File: src/rtl/spi_prof_pkg.sv
package spi_prof_pkg;
  parameter int DIV_W  = 16;
  parameter int LEN_W  = 6;
  parameter int DATA_W = 32;

  typedef struct packed {
    logic [DIV_W-1:0] div;
    logic [LEN_W-1:0] len;
    logic             launch_rise;
    logic             cap_fall;
  } prof_t;

  localparam prof_t PROF_RESET = '{div: '0, len: LEN_W'(8), launch_rise: 1'b0, cap_fall: 1'b0};
endpackage

File: src/rtl/spi_prof_bank.sv
module spi_prof_bank
  import spi_prof_pkg::*;
#(
  parameter int NUM_SLV = 4,
  localparam int SEL_W = $clog2(NUM_SLV)
) (
  input  logic             clk,
  input  logic             rst_n,
  input  logic             wr_en,
  input  logic [SEL_W-1:0] wr_sel,
  input  prof_t            wr_prof,
  input  logic [SEL_W-1:0] rd_sel,
  output prof_t            rd_prof
);
  prof_t prof_q [NUM_SLV];

  for (genvar g = 0; g < NUM_SLV; g++) begin : g_slot
    always_ff @(posedge clk or negedge rst_n) begin
      if (!rst_n)
        prof_q[g] <= PROF_RESET;
      else if (wr_en && wr_sel == SEL_W'(g))
        prof_q[g] <= wr_prof;
    end
  end

  assign rd_prof = prof_q[rd_sel];
endmodule

File: src/rtl/spi_prof_core.sv
module spi_prof_core
  import spi_prof_pkg::*;
#(
  parameter int NUM_SLV = 4,
  localparam int SEL_W = $clog2(NUM_SLV)
) (
  input  logic               clk,
  input  logic               rst_n,
  input  logic               req_valid,
  output logic               req_ready,
  input  logic [SEL_W-1:0]   req_slave,
  input  logic [DATA_W-1:0]  req_wdata,
  input  prof_t              sel_prof,
  output logic               req_err,
  output logic               rsp_valid,
  output logic [DATA_W-1:0]  rsp_rdata,
  input  logic               miso,
  output logic               sclk,
  output logic               mosi,
  output logic [NUM_SLV-1:0] cs_n
);
  typedef enum logic {S_IDLE, S_RUN} state_t;

  state_t            state;
  prof_t             act;
  logic [DIV_W-1:0]  hcnt;
  logic [LEN_W:0]    ecnt;
  logic [DATA_W-1:0] tx_sh, rx_sh;
  logic              tick, edge_rise, last_step, do_shift, do_capture;

  assign tick       = (state == S_RUN) && (hcnt == act.div);
  assign edge_rise  = ~ecnt[0];
  assign last_step  = (ecnt == {act.len, 1'b0});
  assign do_shift   = act.launch_rise ? (edge_rise && ecnt != '0) : !edge_rise;
  assign do_capture = act.cap_fall ? !edge_rise : edge_rise;
  assign req_ready  = (state == S_IDLE);
  assign mosi       = tx_sh[DATA_W-1];

  always_ff @(posedge clk or negedge rst_n) begin
    if (!rst_n) begin
      state     <= S_IDLE;
      act       <= PROF_RESET;
      hcnt      <= '0;
      ecnt      <= '0;
      tx_sh     <= '0;
      rx_sh     <= '0;
      sclk      <= 1'b0;
      cs_n      <= '1;
      req_err   <= 1'b0;
      rsp_valid <= 1'b0;
      rsp_rdata <= '0;
    end else begin
      rsp_valid <= 1'b0;
      req_err   <= req_valid && (state == S_RUN);
      case (state)
        S_IDLE: begin
          if (req_valid) begin
            act   <= sel_prof;
            tx_sh <= req_wdata << (DATA_W - int'(sel_prof.len));
            rx_sh <= '0;
            hcnt  <= '0;
            ecnt  <= '0;
            for (int k = 0; k < NUM_SLV; k++)
              cs_n[k] <= (req_slave != SEL_W'(k));
            state <= S_RUN;
          end
        end
        S_RUN: begin
          if (tick) begin
            hcnt <= '0;
            if (last_step) begin
              cs_n      <= '1;
              rsp_valid <= 1'b1;
              rsp_rdata <= rx_sh;
              state     <= S_IDLE;
            end else begin
              sclk <= edge_rise;
              ecnt <= ecnt + 1'b1;
              if (do_shift)   tx_sh <= tx_sh << 1;
              if (do_capture) rx_sh <= {rx_sh[DATA_W-2:0], miso};
            end
          end else begin
            hcnt <= hcnt + 1'b1;
          end
        end
        default: state <= S_IDLE;
      endcase
    end
  end
endmodule

File: src/rtl/spi_pin_router.sv
module spi_pin_router #(
  parameter int NUM_SLV  = 4,
  parameter int NUM_PINS = 16,
  localparam int NSIG  = NUM_SLV + 3,
  localparam int SIG_W = $clog2(NSIG),
  localparam int PIN_W = $clog2(NUM_PINS),
  localparam int MISO_IDX = 2
) (
  input  logic                clk,
  input  logic                rst_n,
  input  logic                map_we,
  input  logic [SIG_W-1:0]    map_sig,
  input  logic [PIN_W-1:0]    map_pin,
  input  logic                sclk,
  input  logic                mosi,
  input  logic [NUM_SLV-1:0]  cs_n,
  output logic                miso,
  input  logic [NUM_PINS-1:0] gpio_in,
  output logic [NUM_PINS-1:0] gpio_out,
  output logic [NUM_PINS-1:0] gpio_oe
);
  logic [PIN_W-1:0] map_q [NSIG];
  logic [NSIG-1:0]  sig_val;

  for (genvar g = 0; g < NSIG; g++) begin : g_map
    always_ff @(posedge clk or negedge rst_n) begin
      if (!rst_n)
        map_q[g] <= PIN_W'(g);
      else if (map_we && map_sig == SIG_W'(g))
        map_q[g] <= map_pin;
    end
  end

  assign sig_val = {cs_n, 1'b0, mosi, sclk};

  always_comb begin
    gpio_out = '0;
    gpio_oe  = '0;
    for (int s = NSIG - 1; s >= 0; s--) begin
      if (s != MISO_IDX) begin
        gpio_out[map_q[s]] = sig_val[s];
        gpio_oe[map_q[s]]  = 1'b1;
      end
    end
  end

  assign miso = gpio_in[map_q[MISO_IDX]];
endmodule

File: src/rtl/spi_prof_master.sv
module spi_prof_master
  import spi_prof_pkg::*;
#(
  parameter int NUM_SLV  = 4,
  parameter int NUM_PINS = 16,
  localparam int SEL_W = $clog2(NUM_SLV),
  localparam int SIG_W = $clog2(NUM_SLV + 3),
  localparam int PIN_W = $clog2(NUM_PINS)
) (
  input  logic                clk,
  input  logic                rst_n,
  input  logic                cfg_we,
  input  logic [SEL_W-1:0]    cfg_slave,
  input  logic [DIV_W-1:0]    cfg_div,
  input  logic [LEN_W-1:0]    cfg_len,
  input  logic                cfg_launch_rise,
  input  logic                cfg_cap_fall,
  input  logic                map_we,
  input  logic [SIG_W-1:0]    map_sig,
  input  logic [PIN_W-1:0]    map_pin,
  input  logic                req_valid,
  output logic                req_ready,
  input  logic [SEL_W-1:0]    req_slave,
  input  logic [DATA_W-1:0]   req_wdata,
  output logic                req_err,
  output logic                rsp_valid,
  output logic [DATA_W-1:0]   rsp_rdata,
  input  logic [NUM_PINS-1:0] gpio_in,
  output logic [NUM_PINS-1:0] gpio_out,
  output logic [NUM_PINS-1:0] gpio_oe
);
  prof_t              wr_prof, sel_prof;
  logic               sclk, mosi, miso;
  logic [NUM_SLV-1:0] cs_n;

  assign wr_prof = '{div: cfg_div, len: cfg_len, launch_rise: cfg_launch_rise, cap_fall: cfg_cap_fall};

  spi_prof_bank #(.NUM_SLV(NUM_SLV)) u_bank (
    .clk(clk), .rst_n(rst_n),
    .wr_en(cfg_we), .wr_sel(cfg_slave), .wr_prof(wr_prof),
    .rd_sel(req_slave), .rd_prof(sel_prof)
  );

  spi_prof_core #(.NUM_SLV(NUM_SLV)) u_core (
    .clk(clk), .rst_n(rst_n),
    .req_valid(req_valid), .req_ready(req_ready), .req_slave(req_slave),
    .req_wdata(req_wdata), .sel_prof(sel_prof), .req_err(req_err),
    .rsp_valid(rsp_valid), .rsp_rdata(rsp_rdata),
    .miso(miso), .sclk(sclk), .mosi(mosi), .cs_n(cs_n)
  );

  spi_pin_router #(.NUM_SLV(NUM_SLV), .NUM_PINS(NUM_PINS)) u_router (
    .clk(clk), .rst_n(rst_n),
    .map_we(map_we), .map_sig(map_sig), .map_pin(map_pin),
    .sclk(sclk), .mosi(mosi), .cs_n(cs_n), .miso(miso),
    .gpio_in(gpio_in), .gpio_out(gpio_out), .gpio_oe(gpio_oe)
  );
endmodule

File: config.mk
export PLATFORM = sky130hd
export DESIGN_NAME = spi_prof_master
export DESIGN_NICKNAME = d
export VERILOG_FILES = /design/src/rtl/spi_prof_pkg.sv /design/src/rtl/spi_prof_bank.sv /design/src/rtl/spi_prof_core.sv /design/src/rtl/spi_pin_router.sv /design/src/rtl/spi_prof_master.sv
export SDC_FILE = /design/constraint.sdc
export NUM_CORES = 1
export LEC_CHECK = 0
export ABC_CLOCK_PERIOD_IN_PS = 3180
export BUFFER_PORTS_ARGS = -buffer_cell sky130_fd_sc_hd__buf_2
export CORE_MARGIN = 2
export CORE_UTILIZATION = 54
export DETAILED_ROUTE_END_ITERATION = 10
export MAX_ROUTING_LAYER = met4
export PLACE_DENSITY = 0.81
export SKIP_LAST_GASP = 1
export SLEW_MARGIN = 30
export SYNTH_ARGS = -nofsm -noshare
export SYNTH_HDL_FRONTEND = slang
export SYNTH_SLANG_ARGS = --single-unit
File: constraint.sdc
create_clock -name clk -period 3.18 [get_ports clk]
set_input_delay 0.636 -clock clk [delete_from_list [all_inputs] [get_ports clk]]
set_output_delay 0.636 -clock clk [all_outputs]
set_load 0.005 [all_outputs]
==> results of run 1 <==
## per-stage QoR
| step | hold WS (ps) | instance area, µm² | cells | power, mW | util |
|---|---|---|---|---|---|
| final | 67.7 | 18900 | 2132 | 14.4 | 0.660 |
| after global routing | 131 | 18900 | 2132 | 15.1 | 0.660 |
| after CTS | 111 | 18600 | 2116 | 14.1 | 0.648 |
| after detailed placement | 479 | 17500 | 2064 | 10.3 | 0.610 |
| after global placement | 466 | 17500 | 2064 | 10.1 | 0.610 |
| after floorplan | 340 | 15800 | 1526 | 8.34 | - |
## kinds of logic (layout without fill, tap and decap cells)
group                      count (synthesis)  in the layout
AOI/OAI and AO/OA                        263            263
xor gates and xnor gates                  38             38
adders and majority gates                  4              4
buffers and inverters                    118            338
DFF                                      275            275
muxes                                    285            285
other                                      0              2
and+or+nand+nor                          543            543
## worst paths after layout
kind	start	slack (ps)	to
max in group asynchronous	rst_n	2180	u_router.map_q[17]$_DFFE_PN1P_
hold / removal	rst_n	70	u_router.map_q[25]$_DFFE_PN0P_
hold reg to reg	u_core.act[13]$_DFFE_PN0P_	500	u_core.act[13]$_DFFE_PN0P_
setup / recovery	u_core.cs_n[3]$_DFFE_PN1P_	-190	gpio_out[3]
min in group clk	cfg_len[5]	370	u_bank.prof_q[79]$_DFFE_PN0P_
setup reg to reg	u_bank.prof_q[3]$_DFFE_PN0P_	110	u_core.tx_sh[11]$_DFFE_PN0P_
## placed cells by master (no fill, tap or decap), drive strengths merged, types with 8 or more instances in the layout
| cell | n |
|---|---|
| nand2b | 30 |
| buf | 274 |
| dfstp | 18 |
| inv | 12 |
| a31oi | 10 |
| a221oi | 13 |
| mux4 | 43 |
| and3 | 14 |
| o221ai | 15 |
| mux2 | 177 |
| a32oi | 9 |
| xnor2 | 27 |
| xor2 | 11 |
| o211ai | 9 |
| a211oi | 9 |
| nor3 | 46 |
| nor4 | 23 |
| or2 | 8 |
| nand2 | 227 |
| mux2i | 65 |
| nor2 | 116 |
| nand3 | 19 |
| o21ai | 107 |
| o31ai | 9 |
| clkbuf | 39 |
| nand4 | 13 |
| a21oi | 44 |
| dfrtp | 257 |
## cell type report
type | instances | area [µm²]
Clock buffer | 38 | 840
Tap cell | 384 | 480
Antenna cell | 2 | 5.00
Inverter | 11 | 48.8
Multi-Input combinational cell | 1133 | 8570
Timing Repair Buffer | 275 | 1790
Clock inverter | 14 | 233
Sequential cell | 275 | 6920
Fill cell | 2059 | 9740
## power groups by stage
stage               combinational (mW)  sequential, mW  clock (mW)
floorplan                         3.38            4.96           0
global placement                  4.81            5.31           0
detailed placement                4.92            5.36           0
CTS                               4.99            5.34        3.78
global route                      5.69            5.51        3.93
finish                            5.24            5.40        3.73
## what timing repair did
| item | in CTS | in global routing |
|---|---|---|
| cloned | 0 | 0 |
| pin swaps | 0 | 20 |
| setup buffers | 0 | 14 |
| resized for setup | 8 | 56 |
| endpoints found under the hold margin | 0 | 0 |
| setup endpoints to repair | 11 | 17 |
## per-layer routing
metal | up-vias | wire length [µm]
li1 | 5994 | -
met1 | 6544 | 18500
met4 | 0 | 1430
met3 | 139 | 2990
met2 | 609 | 20700
met5 | - | 0
## state kept, by name, indices dropped and copies added (netlist names)
name / flops
u_core.ecnt: 7
u_core.act: 24
u_bank.prof_q: 96
u_core.rsp_valid: 1
u_core.cs_n: 4
u_core.req_err: 1
u_router.map_q: 28
u_core.tx_sh: 32
u_core.sclk: 1
u_core.state: 1
u_core.hcnt: 16
u_core.rx_sh: 32
u_core.rsp_rdata: 32
## worst max-delay path, stage by stage, from the launching register on
cell and delay [ps]:
dfstp_2 600, or3b_4 440, nor3_1 250, a21oi_1 90, o21ai_0 160, mux2i_1 80, o21ai_0 260, mux2_2 210
buf_2 110
==> impl_metrics.yaml, run 1 <==
pwr:
  power_leakage_nw: 8.38
  power.internal_mw: 9.30
  p_comb_frac: 0.365
  peakVddDrop_uv: 491
  seqPwrFrac: 0.376
  cellPowerDensity_nw_per_um2: 761
  p_sw_mw: 5.07
  p_sw_frac: 0.353
  pwr-share-clk: 0.260
placement:
  port_buffers: 154
  dp_hpwl_um: 29800
  gp_congestion: 1.04
  pre_cts_slack_ps: -300
global_route:
  globalRoute.totalOverflow: 0
  use_met1: 0.396
  busiest_layer: "met2"
  grt_max_degree: 88
  grtUsageMet3: 0.0376
  grt_pass1_vias: 12795
  grt_use_met2: 0.458
  grt_pass1_wl_um: 69300
  antenna_found_initial: 2
  grtUsageTotal: 0.290
synthesis:
  synthArstFlopShare: 1.00
  synth_nets: 1618
  synth-simple-area-share: 0.164
  synth_top_flop_cell: "dfrtp_1"
  ys_ff_latch: 275
  yosysMostFrequentCell: "dfrtp_1"
  synthXorXnorAreaFrac: 0.0217
  synth_edf_count: 0
  syn_area_um2: 15700
  synth_seq_area_share: 0.440
  syn_inst: 1526
  synth_compound_area_frac: 0.108
  synth_area_leader_cell: "dfrtp_1"
  netlist.area_leader.share: 0.410
  synthAdderAreaFrac: 0.00319
  synthTopCellsByCount: "dfrtp_1 (257), nand2_1 (226), mux2_2 (175)"
  avgSynthCellArea_um2: 10.3
  yosysWarningCount: 0
  synth_top_family_by_area: "multiplexers"
  synth_area_leaders: "dfrtp_1 (41%), mux2_2 (13%), mux4_2 (6.2%), nand2_1 (5.4%), mux2i_1 (4.2%)"
  synth_cell_types: 74
  synth_mux_area_frac: 0.230
sta:
  finalCritPeriodShare: 1.06
  fin_crit_ps: 3370
  setup_viol: 4
  worst_pin_slew_ps: 917
  hold_viol_final: 0
  fin_skew_ps: 20.6
  fin_tns_setup_ps: -348
  slew_viol_final: 0
  setup_ws_ps: -193
  max-slew-margin-rel: 0.389
  fmax_mhz: 297
  rsz0062_at_grt: "yes"
cts:
  clk_latency_ps: 550
  clk_pin_slew_ps: 60
  cts_tree: "built"
  clk_path_buf_depth: 3
  htree_levels: 1
  ctsHoldBuffers: 0
  cts_buffers: 28
  root_buffer: "clkbuf_16"
  cts_sinks: 275
route:
  drc: 0
  first_pass_iters: 6
  drt_iter0_markers: 1410
  route.antenna.remaining_nets: 0
  via_count: 13286
  drt-vias-per-instance: 6.23
  routed_wl_um: 43600
  post_drt_wl_per_cell_um: 20.4
die:
  die_area_um2: 30400
  core_area_um2: 28600
  die_h_um: 174
  start_util: 0.548
  die_w_um: 174
  num_io_pins: 155
  core.rowCount: 62
critical_path:
  crit_path_end_kind: "primary output"
  crit_path_start_kind: "flop"
  crit_required_ps: 2540
  path_class: "reg2out"
  crit_fanout: 5
  reg2reg_depth: 11
  arrival_ps: 2740
status:
  violations: "setup timing"
  run_status: "finished, violations left"
final_layout:
  fin_nets: 1816
  post_route_cells_drive_above_1_share: 0.356
  syn2layout_area_growth_pct: 20.5
flow_run:
  max_cap_viol_count: 0
hold_path:
  min_path_type: "in2async"
Note: power is estimated with default switching activity, not from simulation.
==> inputs of run 2 (changes only) <==
--- a/config.mk
+++ b/config.mk
@@ -9,6 +9,7 @@
 export BUFFER_PORTS_ARGS = -buffer_cell sky130_fd_sc_hd__buf_2
 export CORE_MARGIN = 2
 export CORE_UTILIZATION = 54
+export CTS_CLUSTER_SIZE = 24
 export DETAILED_ROUTE_END_ITERATION = 10
 export MAX_ROUTING_LAYER = met4
 export PLACE_DENSITY = 0.81
@@ -16,4 +17,5 @@
 export SLEW_MARGIN = 30
 export SYNTH_ARGS = -nofsm -noshare
 export SYNTH_HDL_FRONTEND = slang
+export SYNTH_HIERARCHICAL = 1
 export SYNTH_SLANG_ARGS = --single-unit
==> impl_metrics.yaml, run 2 <==
route:
  post_drt_wl_per_cell_um: 20.3
  via_count: 12911
  drc: 0
  route.antenna.remaining_nets: 0
  drt_iter0_markers: 1307
  routed_wl_um: 42400
  drt-vias-per-instance: 6.19
  first_pass_iters: 5
cts:
  clk_path_buf_depth: 3
  clk_latency_ps: 550
  htree_levels: 1
  clk_pin_slew_ps: 60
  cts_tree: "built"
  root_buffer: "clkbuf_16"
  cts_buffers: 30
  ctsHoldBuffers: 0
  cts_sinks: 275
hold_path:
  min_path_type: "in2async"
pwr:
  power_leakage_nw: 8.18
  peakVddDrop_uv: 483
  cellPowerDensity_nw_per_um2: 824
final_layout:
  fillers: 2230
  post_route_cells_drive_above_1_share: 0.379
  syn2layout_area_growth_pct: 17.3
  fin_nets: 1764
  final_cell_mix: "dfrtp_1 (253), mux2_2 (191), nand2_1 (158)"
  largest_reg_flops: 96
  final_cells: 2087
  top_register: "u_bank/prof_q"
  layout_commonest_cell: "dfrtp_1"
synthesis:
  syn_area_um2: 16000
  synth_area_leaders: "dfrtp_1 (40%), mux2_2 (14%), mux4_2 (6.2%), nand2_1 (3.7%), mux2i_1 (3.6%)"
  yosysMostFrequentCell: "dfrtp_1"
  avgSynthCellArea_um2: 10.8
  synthArstFlopShare: 1.00
  synth_cell_types: 97
  syn_inst: 1486
  synth_seq_area_share: 0.431
  synth_area_leader_cell: "dfrtp_1"
  ys_ff_latch: 275
  synth_top_flop_cell: "dfrtp_1"
  synthTopCellsByCount: "dfrtp_1 (257), mux2_2 (193), nand2_1 (158)"
  synth_edf_count: 0
  synth_nets: 1578
  yosysWarningCount: 6
  netlist.area_leader.share: 0.402
critical_path:
  path_class: "reg2out"
  crit_fanout: 17
  arrival_ps: 2500
  crit_path_start_kind: "flop"
  ff2ff_setup_slack_ps: 120
  crit_required_ps: 2540
  reg2reg_depth: 9
  rr_endpoint: "u_core/tx_sh[18]$_DFFE_PN0P_"
  crit_path_end_kind: "primary output"
  r2r_start: "u_bank/prof_q[3]$_DFFE_PN0P_"
sta:
  setup_viol: 0
  hold_viol_final: 0
  max-slew-margin-rel: 0.384
  slew_viol_final: 0
  rsz0062_at_grt: "yes"
  fmax_mhz: 319
  finalCritPeriodShare: 0.986
  fin_skew_ps: 27.4
  hold_slack_ps: 84.4
  fin_crit_ps: 3140
  worst_pin_slew_ps: 916
  fin_tns_setup_ps: 0
die:
  die_w_um: 176
  die_area_um2: 31000
  core_area_um2: 29400
  num_io_pins: 155
  die_h_um: 176
  core.rowCount: 63
  start_util: 0.545
global_route:
  grtUsageTotal: 0.279
  antenna_found_initial: 1
  grt_pass1_vias: 12721
  grt_max_degree: 95
  globalRoute.totalOverflow: 0
  grt_pass1_wl_um: 67900
placement:
  dpl.cell_count: 2023
  gp_congestion: 1.01
  port_buffers: 154
  dp_hpwl_um: 30300
flow_run:
  max_cap_viol_count: 0
status:
  run_status: "finished, final reports clean"
==> run 2: layout make-up <==
type | instances | area [µm²] | share of cell area
multi-input combinational | 1088 | 8600 | 0.458
sequential | 275 | 6910 | 0.368
timing repair buffer | 265 | 1680 | 0.0893
clock buffer | 40 | 818 | 0.0436
tap | 390 | 488 | 0.0260
clock inverter | 16 | 233 | 0.0124
inverter | 12 | 47.5 | 0.00253
antenna | 1 | 2.50 | 0.000133
==> run 2: stage by stage <==
step,worst slack [ps],total power [mW],utilization,cell area [µm²]
2_1_floorplan,-269,9.58,-,16200
3_3_place_gp,-152,11.4,0.597,17500
3_5_place_dp,-247,11.6,0.597,17500
4_1_cts,-8.16,15.3,0.633,18600
5_1_grt,-46.6,16.3,0.639,18800
6_report,44.6,15.5,0.639,18800
==> run 2: kinds of logic (layout without fill, tap and decap cells) <==
group / Yosys count / count (layout) / synth area share
mux: 295 / 295 / 0.234
buf+inv: 123 / 333 / 0.0440
other cells: 0 / 1 / 0
flops: 275 / 275 / 0.431
compound gates: 274 / 274 / 0.111
fa+ha+maj: 4 / 4 / 0.00313
simple gates: 485 / 485 / 0.159
xor+xnor: 30 / 30 / 0.0181
==> run 2: worst max path at each step <==
stage | start | endpoint | slack, ps | cells after the start
floorplan | req_slave[0] | u_core/tx_sh[3]$_DFFE_PN0P_ | -270 | 14
global placement | req_slave[0] | u_core/tx_sh[6]$_DFFE_PN0P_ | -150 | 11
detailed placement | req_slave[0] | u_core/tx_sh[18]$_DFFE_PN0P_ | -250 | 10
CTS | u_router/map_q[3]$_DFFE_PN0P_ | gpio_out[0] | -8 | 6
global route | u_core/cs_n[3]$_DFFE_PN1P_ | gpio_out[8] | -50 | 7
finish | u_router/map_q[4]$_DFFE_PN1P_ | gpio_out[5] | 40 | 6
==> run 2: power by group <==
part           switching (mW)  leakage [nW]  internal (mW)
logic                    3.25          4.31           3.02
registers               0.999          3.37           4.56
clock network            1.42         0.498           2.22
total                    5.67          8.18           9.80
==> run 2: critical path, cell delays in order, from the launching register on <==
cell      delay [ps]
dfstp_4          720
nor4bb_2         360
or3_1            190
a21oi_2           50
a211oi_1         380
o31ai_1          120
buf_2            140
==> run 2: timing repair <==
item,4_1_cts,5_1_grt
endpoints found under the setup margin,3,15
setup buffers,3,4
pin swaps,1,7
resized for setup,1,29
==> run 2: routing by layer <==
metal	track usage	wire length (µm)	up-vias
met3	0.0368	2510	76
met2	0.462	20900	491
met1	0.367	18100	6462
li1	-	-	5882
met4	0.0689	880	0
met5	-	0	-
==> inputs of run 3 (changes only) <==
--- a/config.mk
+++ b/config.mk
@@ -12,7 +12,7 @@
 export CTS_CLUSTER_SIZE = 24
 export DETAILED_ROUTE_END_ITERATION = 10
 export MAX_ROUTING_LAYER = met4
-export PLACE_DENSITY = 0.81
+export PLACE_DENSITY = 0.77
 export SKIP_LAST_GASP = 1
 export SLEW_MARGIN = 30
 export SYNTH_ARGS = -nofsm -noshare
==> impl_metrics.yaml, run 3 (same netlist as run 2, synthesis figures left out) <==
status:
  run_status: "finished, violations left"
  violations: "setup timing"
route:
  post_drt_wl_per_cell_um: 20.1
  drc: 0
  drt_iter0_markers: 1178
  via_count: 12785
  first_pass_iters: 5
  route.antenna.remaining_nets: 0
  drt-vias-per-instance: 6.13
  routed_wl_um: 42100
final_layout:
  syn2layout_area_growth_pct: 17.3
  postLayoutCellArea_um2: 18800
  post_route_cells_drive_above_1_share: 0.376
  top_register: "u_bank/prof_q"
  layout_commonest_cell: "dfrtp_1"
  largest_reg_flops: 96
  final_cell_mix: "dfrtp_1 (254), mux2_2 (191), nand2_1 (157)"
  fin_nets: 1765
critical_path:
  crit_required_ps: 2540
  arrival_ps: 2640
  path_class: "reg2out"
  crit_chain: "buf_6 -> nand3b_1 -> buf_4 -> nor4_1 -> a211oi_1 -> or4_1 -> a31oi_1 -> buf_2"
  crit_path_end_kind: "primary output"
  slowest_stage: "dfstp_2"
  worst-path-buf-inv: 3
  cp_top_family: "simple AND/OR/NAND/NOR gates"
  slowest_delay_ps: 600
  crit_fanout: 4
  crit_path_start_kind: "flop"
pwr:
  cellPowerDensity_nw_per_um2: 825
  power_leakage_nw: 8.21
  peakVddDrop_uv: 550
cts:
  cts_tree: "built"
  cts_buffers: 29
  clk_latency_ps: 550
  clk_pin_slew_ps: 60
  clk_path_buf_depth: 3
  htree_levels: 1
  cts_sinks: 275
  root_buffer: "clkbuf_16"
sta:
  fin_tns_setup_ps: -122
  fmax_mhz: 305
  worst_pin_slew_ps: 802
  rsz0062_at_grt: "yes"
  max-slew-margin-rel: 0.464
  hold_viol_final: 0
  setup_ws_ps: -97.0
  setup_viol: 2
  finalCritPeriodShare: 1.03
  fin_skew_ps: 17.5
  fin_crit_ps: 3280
  slew_viol_final: 0
global_route:
  grtUsageTotal: 0.278
  grtUsageMet3: 0.0293
  antenna_found_initial: 1
  globalRoute.totalOverflow: 0
  grt_pass1_vias: 12587
  grt_use_met2: 0.446
  use_met1: 0.378
  busiest_layer: "met2"
  grt_pass1_wl_um: 67400
  grt_max_degree: 84
die:
  num_io_pins: 155
  die_w_um: 176
  start_util: 0.545
  core_area_um2: 29400
  core.rowCount: 63
  die_h_um: 176
  die_area_um2: 31000
hold_path:
  min_path_type: "in2async"
placement:
  gp_congestion: 0.953
  dp_hpwl_um: 29900
  port_buffers: 154
  dpl_cell_area_um2: 17500
flow_run:
  max_cap_viol_count: 0
==> run 3: cell count changes in the layout (fill, tap and decap cells not counted), sizes merged <==
cell / before / now
inv: 12 / 14
buf: 265 / 267
clkinv: 6 / 5
clkinvlp: 5 / 2
==> run 3: layout make-up <==
type | instances | area, µm²
repair buffers | 267 | 1720
diodes | 1 | 2.50
inverters | 12 | 47.5
flip-flops and latches | 275 | 6910
multi-input cells | 1088 | 8580
well taps | 390 | 488
fillers | 2283 | 10600
clock inverters | 14 | 215
clock buffers | 40 | 827
==> run 3: final timing paths <==
check	from	slack (ps)	depth (start not counted)	endpoint
max	u_core/cs_n[3]$_DFFE_PN1P_	-100	8	gpio_out[8]
min	rst_n	70	1	u_core/rx_sh[4]$_DFFE_PN0P_
max reg2reg	u_bank/prof_q[3]$_DFFE_PN0P_	240	10	u_core/tx_sh[30]$_DFFE_PN0P_
min reg2reg	u_bank/prof_q[86]$_DFFE_PN0P_	480	1	u_bank/prof_q[86]$_DFFE_PN0P_
max in group asynchronous	rst_n	2200	2	u_bank/prof_q[68]$_DFFE_PN0P_
min in group clk	cfg_len[4]	360	2	u_bank/prof_q[54]$_DFFE_PN0P_
==> run 3: power breakdown <==
group | switching (mW) | internal (mW) | leakage (nW)
registers | 0.964 | 4.56 | 3.37
logic | 3.29 | 3.05 | 4.33
clock network | 1.40 | 2.23 | 0.506
total | 5.65 | 9.84 | 8.21
==> run 3: what timing repair did <==
item                       4_1_cts  5_1_grt
setup endpoints to repair        5       12
buffers inserted                 7        5
gates resized for setup          9       19
hold buffers                     0        0
pin swaps                        4        7
==> run 3: metrics by stage <==
step	power [mW]	cells	hold WS (ps)	util	worst slack, ps
finish	15.5	2087	72.5	0.639	-97.0
global route	16.4	2087	106	0.639	-151
CTS	15.4	2081	95.1	0.634	-28.3
detailed placement	11.6	2020	470	0.596	-230
global placement	11.4	2020	457	0.596	-188
floorplan	9.58	1486	340	-	-269
==> run 3: worst register-to-register path, stage by stage, from the launching register on <==
cell	delay [ps]
dfrtp_1	380
mux4_2	480
inv_1	110
ha_4	400
buf_4	250
buf_4	180
mux2i_1	250
a21oi_1	100
mux2_2	280
a221oi_1	240
a31oi_1	110
==> run 3: metal layers <==
metal | up-vias | routed length (µm) | part of all wire
met2 | 499 | 20400 | 0.48
met1 | 6323 | 18200 | 0.43
met4 | 0 | 1120 | 0.027
met3 | 89 | 2320 | 0.055
li1 | 5874 | - | -
met5 | - | 0 | 0
